## src/rtl/clkpd_pkg.sv

```systemverilog
package clkpd_pkg;

  // strobes from the control half to the output datapath
  typedef struct packed {
    logic run;        // pair toggles with the reference clock
    logic parkTri;    // captured parking mode: 1 floats the true leg
    logic driveHigh;  // delayed re-drive of the true leg after release
  } gateCtl_t;

endpackage

```

## src/rtl/clkpd_sync.sv

```systemverilog
module clkpd_sync #(
  parameter int STAGES = 2
) (
  input  logic refClk,
  input  logic rstN,
  input  logic pinN,
  output logic sampNew,
  output logic sampOld
);

  localparam int DEPTH = STAGES + 1;

  logic [DEPTH-1:0] chain;

  generate
    for (genvar i = 0; i < DEPTH; i++) begin : g_stage
      if (i == 0) begin : g_first
        always_ff @(posedge refClk or negedge rstN) begin
          if (!rstN) chain[i] <= 1'b0;
          else       chain[i] <= pinN;
        end
      end else begin : g_rest
        always_ff @(posedge refClk or negedge rstN) begin
          if (!rstN) chain[i] <= 1'b0;
          else       chain[i] <= chain[i-1];
        end
      end
    end
  endgenerate

  assign sampNew = chain[DEPTH-2];
  assign sampOld = chain[DEPTH-1];

endmodule

```

## src/rtl/clkpd_ctrl.sv

```systemverilog
module clkpd_ctrl
  import clkpd_pkg::*;
#(
  parameter int DRIVE_DELAY = 8
) (
  input  logic     refClk,
  input  logic     rstN,
  input  logic     sampNew,
  input  logic     sampOld,
  input  logic     driveMode,
  input  logic     restartEn,
  output gateCtl_t ctl
);

  localparam int CNT_W = $clog2(DRIVE_DELAY + 1);
  localparam logic [CNT_W-1:0] CNT_LAST = CNT_W'(DRIVE_DELAY - 1);

  logic parkQ;
  logic runQ;
  logic modeHeld;
  logic driveHighQ;
  logic [CNT_W-1:0] relCnt;
  logic runNext;
  logic relQualify;

  // request state with two-sample agreement in both directions
  always_ff @(posedge refClk or negedge rstN) begin
    if (!rstN) begin
      parkQ <= 1'b1;
    end else if (!sampNew && !sampOld) begin
      parkQ <= 1'b1;
    end else if (sampNew && sampOld) begin
      parkQ <= 1'b0;
    end
  end

  assign runNext = !parkQ && restartEn;

  // gating decision lands on the falling edge only
  always_ff @(negedge refClk or negedge rstN) begin
    if (!rstN) begin
      runQ     <= 1'b0;
      modeHeld <= 1'b0;
    end else begin
      runQ <= runNext;
      if (runQ && !runNext) modeHeld <= driveMode;
    end
  end

  // delayed re-drive of the true leg after release in floating mode
  assign relQualify = !parkQ && !runQ && modeHeld;

  always_ff @(posedge refClk or negedge rstN) begin
    if (!rstN) begin
      relCnt     <= '0;
      driveHighQ <= 1'b0;
    end else if (!relQualify) begin
      relCnt     <= '0;
      driveHighQ <= 1'b0;
    end else if (!driveHighQ) begin
      relCnt <= relCnt + 1'b1;
      if (relCnt == CNT_LAST) driveHighQ <= 1'b1;
    end
  end

  assign ctl.run       = runQ;
  assign ctl.parkTri   = modeHeld;
  assign ctl.driveHigh = driveHighQ;

  // entering the stopped request needs two agreeing low samples
  p_accept_two_low_r3: assert property (@(posedge refClk) disable iff (!rstN)
    $rose(parkQ) |-> $past(!sampNew && !sampOld));

  // leaving it needs two agreeing high samples
  p_release_two_high_r3: assert property (@(posedge refClk) disable iff (!rstN)
    $fell(parkQ) |-> $past(sampNew && sampOld));

  // an accepted request stops the pair by the next falling edge
  p_stop_after_accept_r4: assert property (@(negedge refClk) disable iff (!rstN)
    parkQ |=> !runQ);

  // parking mode frozen while stopped
  p_mode_frozen_r7: assert property (@(posedge refClk) disable iff (!rstN)
    (!runQ && $past(!runQ)) |-> $stable(modeHeld));

endmodule

```

## src/rtl/clkpd_dpath.sv

```systemverilog
module clkpd_dpath
  import clkpd_pkg::*;
(
  input  logic     refClk,
  input  logic     rstN,
  input  gateCtl_t ctl,
  output logic     outTrue,
  output logic     oeTrue,
  output logic     outComp,
  output logic     oeComp
);

  always_comb begin
    if (ctl.run) begin
      outComp = refClk;
      outTrue = !refClk;
      oeComp  = 1'b1;
      oeTrue  = 1'b1;
    end else begin
      outComp = 1'b0;
      outTrue = 1'b1;
      oeComp  = 1'b0;
      oeTrue  = !ctl.parkTri || ctl.driveHigh;
    end
  end

  // running pair is complementary and driven (sampled in high phase)
  p_run_enabled_r2: assert property (@(negedge refClk) disable iff (!rstN)
    ctl.run |-> (outComp && !outTrue && oeTrue && oeComp));

  // hold-high parking drives only the true leg, high
  p_park_hold_r5: assert property (@(posedge refClk) disable iff (!rstN)
    (!ctl.run && !ctl.parkTri) |-> (outTrue && oeTrue && !oeComp));

  // floating parking releases both legs
  p_park_tri_r6: assert property (@(posedge refClk) disable iff (!rstN)
    (!ctl.run && ctl.parkTri && !ctl.driveHigh) |-> (!oeTrue && !oeComp));

endmodule

```

## src/rtl/clkpd_gate.sv

```systemverilog
module clkpd_gate
  import clkpd_pkg::*;
#(
  parameter int SYNC_STAGES = 2,
  parameter int DRIVE_DELAY = 8
) (
  input  logic refClk,
  input  logic rstN,
  input  logic pwrDnN,
  input  logic driveMode,
  input  logic restartEn,
  output logic outTrue,
  output logic oeTrue,
  output logic outComp,
  output logic oeComp
);

  logic     sampNew;
  logic     sampOld;
  gateCtl_t ctl;

  clkpd_sync #(.STAGES(SYNC_STAGES)) u_sync (
    .refClk  (refClk),
    .rstN    (rstN),
    .pinN    (pwrDnN),
    .sampNew (sampNew),
    .sampOld (sampOld)
  );

  clkpd_ctrl #(.DRIVE_DELAY(DRIVE_DELAY)) u_ctrl (
    .refClk    (refClk),
    .rstN      (rstN),
    .sampNew   (sampNew),
    .sampOld   (sampOld),
    .driveMode (driveMode),
    .restartEn (restartEn),
    .ctl       (ctl)
  );

  clkpd_dpath u_dpath (
    .refClk  (refClk),
    .rstN    (rstN),
    .ctl     (ctl),
    .outTrue (outTrue),
    .oeTrue  (oeTrue),
    .outComp (outComp),
    .oeComp  (oeComp)
  );

endmodule

```

## config.mk

```make
export PLATFORM = sky130hd
export DESIGN_NAME = clkpd_gate
export DESIGN_NICKNAME = d
export VERILOG_FILES = /design/src/rtl/clkpd_pkg.sv /design/src/rtl/clkpd_sync.sv /design/src/rtl/clkpd_ctrl.sv /design/src/rtl/clkpd_dpath.sv /design/src/rtl/clkpd_gate.sv
export SDC_FILE = /design/constraint.sdc
export NUM_CORES = 1
export LEC_CHECK = 0
export CAP_MARGIN = 20
export CORE_AREA = 2 2 39 41
export DETAILED_ROUTE_END_ITERATION = 8
export DIE_AREA = 0 0 41 43
export RECOVER_POWER = 25
export SETUP_SLACK_MARGIN = 0.2
export SLEW_MARGIN = 20
export SYNTH_ARGS = -nofsm -noshare
export SYNTH_HDL_FRONTEND = slang
export SYNTH_SLANG_ARGS = --single-unit
```

## constraint.sdc

```tcl
create_clock -name refClk -period 3.15 [get_ports refClk]
set_clock_uncertainty 0.2 [all_clocks]
set_input_delay 0.63 -clock refClk [delete_from_list [all_inputs] [get_ports refClk]]
set_output_delay 0.63 -clock refClk [all_outputs]
set_load 0.01 [all_outputs]
```

==> results of run 1 <==
-- per-stage QoR --
| stage | TNS (ps) | instances |
|---|---|---|
| finish | -2620 | 86 |
| global route | -2990 | 86 |
| CTS | -2440 | 85 |
| detailed placement | -1930 | 64 |
| global placement | -1850 | 64 |
| floorplan | -36.8 | 36 |
-- cells in the mapped netlist --
cell,count
sky130_fd_sc_hd__nand4b_1,1
sky130_fd_sc_hd__nor2b_2,1
sky130_fd_sc_hd__a31oi_1,1
sky130_fd_sc_hd__or3b_4,1
sky130_fd_sc_hd__mux2_1,1
sky130_fd_sc_hd__xor2_1,1
sky130_fd_sc_hd__nor2_1,5
sky130_fd_sc_hd__dfstp_2,1
sky130_fd_sc_hd__inv_1,4
sky130_fd_sc_hd__nor2b_1,2
sky130_fd_sc_hd__dfrtn_1,2
sky130_fd_sc_hd__or3b_1,1
sky130_fd_sc_hd__nand2_1,1
sky130_fd_sc_hd__mux2i_1,1
sky130_fd_sc_hd__mux2_2,1
sky130_fd_sc_hd__xnor2_1,2
sky130_fd_sc_hd__ha_1,2
sky130_fd_sc_hd__dfrtp_1,8
-- layer usage --
metal	track usage (%)	vias up
met2	18.1	16
met4	28.7	0
li1	-	184
met5	0	-
met1	15.2	179
met3	13.6	2
-- path summary, 6_finish.rpt --
path                                     end  slack, ps  depth (start not counted)
setup / recovery                     outComp       -670                          7
hold / removal                u_sync.sampNew        150                          0
setup reg to reg            u_ctrl.relCnt[1]        -50                          6
hold reg to reg               u_sync.sampNew        150                          0
max in group asynchronous        u_ctrl.runQ        900                          1
min in group asynchronous  u_ctrl.driveHighQ        550                          2
-- registers in the layout (all words and copies together) (netlist names) --
register and flops:
u_sync.sampOld 1, u_ctrl.parkQ 1, u_ctrl.modeHeld 1, u_ctrl.driveHighQ 1
u_sync.sampNew 1, u_sync.chain 1, u_ctrl.relCnt 4, u_ctrl.runQ 1
-- logic make-up after synthesis --
logic type                 share of synthesized area [%]
buffers and inverters                               3.30
xor gates and xnor gates                            5.79
adders and majority gates                           5.51
and+or+nand+nor                                     16.0
DFF                                                 60.9
muxes                                               7.16
AOI/OAI and AO/OA                                   1.38
-- power by group through the flow --
stage / sequential [W] / clock (W) / combinational (W)
after floorplan: 0.000167 / 0.0000119 / 0.0000305
final: 0.000165 / 0.000362 / 0.0000896
after global routing: 0.000166 / 0.000392 / 0.0000972
after CTS: 0.000164 / 0.000347 / 0.0000765
after detailed placement: 0.000167 / 0.0000322 / 0.0000618
after global placement: 0.000166 / 0.0000322 / 0.0000616
-- cell type report --
class,instances,area [sq um]
multi-input combinational,21,201
clock buffer,18,180
inverter,3,11.3
clock inverter,1,8.76
tap,16,20.0
timing repair buffer,16,144
sequential,11,277
fill,120,542
-- cells in the final DEF, fill, tap and decap left out, types with 2 or more instances in the layout --
cell type,count
sky130_fd_sc_hd__clkdlybuf4s50_1,2
sky130_fd_sc_hd__dfrtn_1,2
sky130_fd_sc_hd__ha_1,2
sky130_fd_sc_hd__xnor2_1,2
sky130_fd_sc_hd__buf_4,6
sky130_fd_sc_hd__clkbuf_4,9
sky130_fd_sc_hd__or3b_4,2
sky130_fd_sc_hd__clkbuf_1,2
sky130_fd_sc_hd__inv_1,3
sky130_fd_sc_hd__buf_6,8
sky130_fd_sc_hd__nor2_2,4
sky130_fd_sc_hd__buf_8,5
sky130_fd_sc_hd__dfrtp_1,8
-- worst max-delay path, delay by kind of cell (launching register included) --
| family | cells | cell delay (ps) |
|---|---|---|
| AND/OR/NAND/NOR | 1 | 50 |
| flip-flops | 1 | 420 |
| buffers and inverters | 6 | 540 |
-- repair_timing --
item                                    in CTS  in global routing
resized for setup                           32                 16
pin swaps                                    6                  2
buffers inserted                             6                  1
endpoints found under the setup margin       6                 11
cloned                                       0                  0
==> run summary, run 1 <==
The share of power burned in combinational logic was 14.5%. The routed layout has 381 vias. Path class of the lowest-slack min-delay path: reg -> reg. The startpoint identified for the worst register-to-register timing path is u_ctrl.runQ. The switching part of the total power was 26.9%. In this run the most critical hold path is launched from u_sync.chain[0]. In the routed design, unresolved DRC markers number 0. The worst setup slack before clock tree synthesis was -472 ps; the maximum number of pins on one net before global-route repair was 10. TritonCTS built the clock tree. Cell internal power was estimated by the tool at 0.000451 W. The logs give 6 for the detailed router's first-iteration violation count and 0 for the initial antenna violation count.

The die height works out to 43 um. The die area is 1760 sq um, and the number of flip-flops and latches in the synthesized netlist is 11. The mapped netlist covers 454 sq um. For this run the aggregate overflow at the end of global routing stands at 0. The worst setup slack after layout is -672 ps, and the data required time at the worst endpoint is 2320 ps. Placed wire-length estimate after detailed placement: 553 um. Post-synthesis net count: 43. The final max-slew violation count was 0. The critical path goes through buf_6 -> nand2_4 -> buf_8 -> buf_8 -> buf_8 -> clkinv_4 -> buf_6.

Worst path arrival time: 2990 ps. The worst setup path is captured at an output port. The run gives 368 uV as the maximum ir drop on the vdd rail. In the global route stage, overall resource usage came out at 17.5%. The flow ran to the end, but the final reports show violations. The routed design uses 84 um of met3 wire. In the final layout, the share of cells above drive strength 1 is 60.0%.

The sequential share of the synthesized area was 60.9%; the static leakage power was 0.413 nW. From left edge to right edge, the die measures 41 um. After detailed placement, the total cell area comes to 592 sq um. After clock tree synthesis, the clock-pin slew on the worst setup and hold paths is 60 ps. By area the synthesized netlist is led by sky130_fd_sc_hd__dfrtp_1 44%, sky130_fd_sc_hd__dfrtn_1 11%, sky130_fd_sc_hd__dfstp_2 5.8%.

0 antenna diodes ended up in the layout. The initial core utilization came out at 32.8%. Summed over all nets, the switching power comes to 0.000165 W.

Setup repair after global routing could not meet its margin everywhere. The clock power share was 58.7%; the proportion of power drawn by flip-flops and latches was 26.7%. In this design, the stage delay of the slowest critical-path cell is 420 ps. The count of maximum capacitance violations is 0. The number of global-route vias before repair is 474, and the tightest slew margin relative to the limit is 67.9%. The tools report the number of hold-slack violations in the final timing report as 0. After the last flow step, the layout net total stands at 78. Most frequent cell on the critical path: sky130_fd_sc_hd__buf_8.

The run gives 36 as the cell count after synthesis. The routed wire length per instance came out at 13.5 um. Dominant cell type by area after synthesis: sky130_fd_sc_hd__dfrtp_1.

Total power for the finished layout comes to 0.000616 W. The maximum fanout along the worst path was 2. Top layer reached by signal wires: met4. The first global-routing pass estimated 1.69 mm of wire.

Setup violations remaining at the end of the flow were counted as 10. The floorplan has 14 rows. A synthesized cell averages 12.6 sq um.

Number of optimization iterations in the first detailed-route pass: 5. The netlist uses 18 different library cells. On the final layout, the worst hold slack is 150 ps. The transition time at the pin with the least slew margin is 481 ps.

The largest individual stage delay along the critical path comes from the cell sky130_fd_sc_hd__dfrtn_1. The ratio of total power to cell area came out at 732 nW/um^2. The number of buffers inserted for hold repair after clock tree synthesis was 0.

The later pin in the worst-skew pair is clocked with a latency of 390 ps. The worst setup path startpoint was u_ctrl.runQ. The final reports fail on setup timing. The type of the worst setup path is reg -> out.

The area of the core region is 1380 sq um, and the total of warnings raised by yosys is 0. The share of the synthesized area in the top cell type works out to 44.1%. 9 I/O pins were placed.

The routed length on met2 is 598 um, and the summed area of non-filler cells in the final layout is 842 sq um. Routability-driven placement finished with a final weighted congestion of 0.744. The wire length the detailed router placed on met1 is 455 um. Compared with the post-synthesis result, the final layout area differs by 85.4%. Ratio of routed vias to standard cells: 4.43. The worst setup path is launched from a register. The final cell utilization of the core was 60.8%. Input and output buffers added on the ports amount to 8. The routed wire length came out at 1.16 mm.

The count of nets left with antenna violations once routing finished came out at 0.
(Power assumes the default switching activity.)
==> inputs of run 2 (changes only) <==
- CAP_MARGIN: 20 -> unset
- clock period: 3.15 -> 4.5 ns (I/O delays scaled with it)
==> run 2 against run 1 <==
Compared with the run above:
- the flow still finishes with violations (setup timing)
- cell area down 5.3%
- die area unchanged
- via count down 0.26%
- global-route usage down 0.072 points
- critical path depth unchanged
- clock power down 27%
- worst hold slack better by 26 ps
- routed wire length down 3.8%
- first-iteration DRC count down 17%
- largest cell class unchanged
==> run summary, run 2 (synthesized netlist as in run 1, its figures left out) <==
The area growth from synthesis to layout is 75.5%. Fraction of met1 tracks used by global routing: 13.9% (-1.2 points). Data required time at the worst endpoint: 3400 ps (+1080 ps). The initial core utilization was 32.8% (unchanged).

The endpoint of the worst hold path was u_sync.sampOld. The slack of the worst reg-to-reg path is 600 ps (+650 ps). Traced cell by cell, the critical path runs through buf_6 -> nand2_4 -> buf_8 -> buf_8 -> buf_8 -> clkinv_4 -> buf_6.

The run gives 57.6% (-3.3 points) as the final cell utilization of the core. The run gives 124 (+3.3%) as the fill cell total of the finished layout. STA classifies the critical path startpoint as a register.

The min-delay analysis places its worst path in the category reg -> reg. The slowest stage of the critical path is the sky130_fd_sc_hd__dfrtn_1 cell. The tightest slew margin relative to the limit came out at 83.3% (+15 points).

The worst-case reg-to-reg path depth works out to 6 (unchanged). The initial antenna violation count was 0 (unchanged). The total of buffers placed on input and output ports is 8 (unchanged), and the number of global-route vias before repair is 463 (-2.3%).

The worst reg2reg path endpoint was u_ctrl.relCnt[1]. The flip-flop count of the largest register, all copies and words added came out at 4 (unchanged). Detailed router's first-iteration violation count: 5 (-1). Placed wire-length estimate after detailed placement: 588 um (+6.3%). The worst setup path is captured at an output port. The routed wire length is 1.11 mm (-3.8%). I/O pin count: 9 (unchanged). The clock slew seen by the registers of the worst setup and hold paths was 60 ps (about the same). The kind of cell with the highest combined delay along the critical path is buffers and inverters. The checks that failed: setup timing. Most frequent cell on the critical path: sky130_fd_sc_hd__buf_8. The number of optimization iterations in the first detailed-route pass was 2 (-3); the worst path buffer plus inverter count was 6 (unchanged). Most utilized layer in the global route result: met4. The run gives 17.5% (-0.072 points) as the aggregate global-route resource usage.

For the area of the core region, the log shows 1380 sq um (unchanged). The post-layout total power is 0.000431 W (-30%). The hold path depth came out at 0 (unchanged). The run gives 0 (unchanged) as the total global routing overflow.

The count of nets left with antenna violations after detail routing is 0 (unchanged). For the maximum ir drop on the vdd rail, the log shows 201 uV (-45%). The logs give 176 ps (+25.7 ps) for the hold slack and 1.68 mm (-0.83%) for the first-pass GRT wire length. The weighted congestion at the end of routability-driven global placement came out at 0.705 (-5.3%). The run gives 390 ps (about the same) as the clock latency of the later-clocked register in the worst-skew pair. The final max-slew violation count was 0 (unchanged); the proportion of layout cells with a drive suffix above 1 was 48.5% (-11 points). The run gives 17.8% (-0.31 points) as the routing usage on met2. For the count of vias placed by the detailed router, the log shows 380 (-0.26%). The die height is 43 um (unchanged), and the standard-cell row count is 14 (unchanged). The ratio of total power to cell area was 540 nW/um^2 (-26%).

The highest cell delay on the worst timing path was 440 ps (+20 ps). The startpoint of the tightest hold check path is u_sync.sampNew. The floorplan die width is 41 um (unchanged). Counting flops per register, the top entry is u_ctrl.relCnt. The tools report the summed area of non-filler cells in the final layout as 797 sq um (-5.3%). The DRC violation count after routing is 0 (unchanged). The number of nets in the layout was 76 (-2.6%); the maximum number of pins on one net before global-route repair was 8 (-2). The tools report the worst reg2reg path startpoint as u_ctrl.runQ.

The run gives 0.396 nW (-4.1%) as the static leakage power. The post-placement cell area came out at 584 sq um (-1.3%). The run finished, with violations left. The transition time at the pin with the least slew margin was 250 ps (-231 ps); the worst setup slack after layout was -288 ps (+384 ps). The maximum fanout along the worst path is 2 (unchanged), and the worst path arrival time is 3690 ps (+700 ps). The ratio of routed vias to standard cells is 4.52 (+2.1%). The count of maximum capacitance violations is 0 (unchanged). TritonCTS built the clock tree.

Setup repair after global routing could not meet its margin everywhere. The run gives 0 (unchanged) as the number of hold-slack violations in the final timing report. The met3 track demand over resource in global routing was 13.6% (unchanged).

For the number of antenna cells inserted, the log shows 0 (unchanged). In the layout the commonest cells are 8 x sky130_fd_sc_hd__clkbuf_4, 8 x sky130_fd_sc_hd__dfrtp_1, 6 x sky130_fd_sc_hd__buf_6, 6 x sky130_fd_sc_hd__buf_4. The worst setup path is of the reg -> out kind.

The die area was 1760 sq um (unchanged); the number of setup violations in the final report was 5 (-5). Routed wire length per instance: 13.3 um (-1.5%). The worst setup path startpoint is u_ctrl.runQ.
[run 2: worst max-delay path by stage]
stage | endpoint | cells past startpoint
6_report | outComp | 7
5_1_grt | outComp | 7
4_1_cts | outComp | 7
3_5_place_dp | oeTrue | 2
3_3_place_gp | oeTrue | 2
2_1_floorplan | oeTrue | 1
[run 2: metal layers]
metal / wire length [um] / vias to the layer above
li1: - / 181
met1: 433 / 177
met2: 538 / 16
met3: 76 / 6
met4: 65 / 0
met5: 0 / -
[run 2: report_power, final]
group	switching [W]	internal (W)	total, W	leakage [nW]
logic	0.0000184	0.0000303	0.0000487	0.143
registers	0.00000689	0.000109	0.000116	0.138
clock network	0.0000888	0.000177	0.000266	0.114
[run 2: through the flow]
stage               worst slack (ps)  cells  TNS, ps
detailed placement             -49.7     64    -49.7
CTS                             -333     82     -783
finish                          -288     84     -815
global route                    -348     84    -1030
floorplan                        336     36        0
global placement               -40.1     64    -61.4
[run 2: cell type report]
type | instances | area (sq um) | share of cell area (%)
clock inverter | 1 | 8.76 | 1.10
multi-input combinational | 21 | 170 | 21.4
timing repair buffer | 14 | 124 | 15.5
tap | 16 | 20.0 | 2.51
inverter | 3 | 11.3 | 1.41
sequential | 11 | 277 | 34.7
clock buffer | 18 | 186 | 23.4
[run 2: what timing repair did]
| action | in CTS | in global routing |
|---|---|---|
| buffers inserted | 3 | 2 |
| setup endpoints to repair | 5 | 5 |
| pin swaps | 1 | 1 |
| gates resized for setup | 29 | 9 |
| hold buffers | 0 | 0 |
| cloned | 0 | 0 |
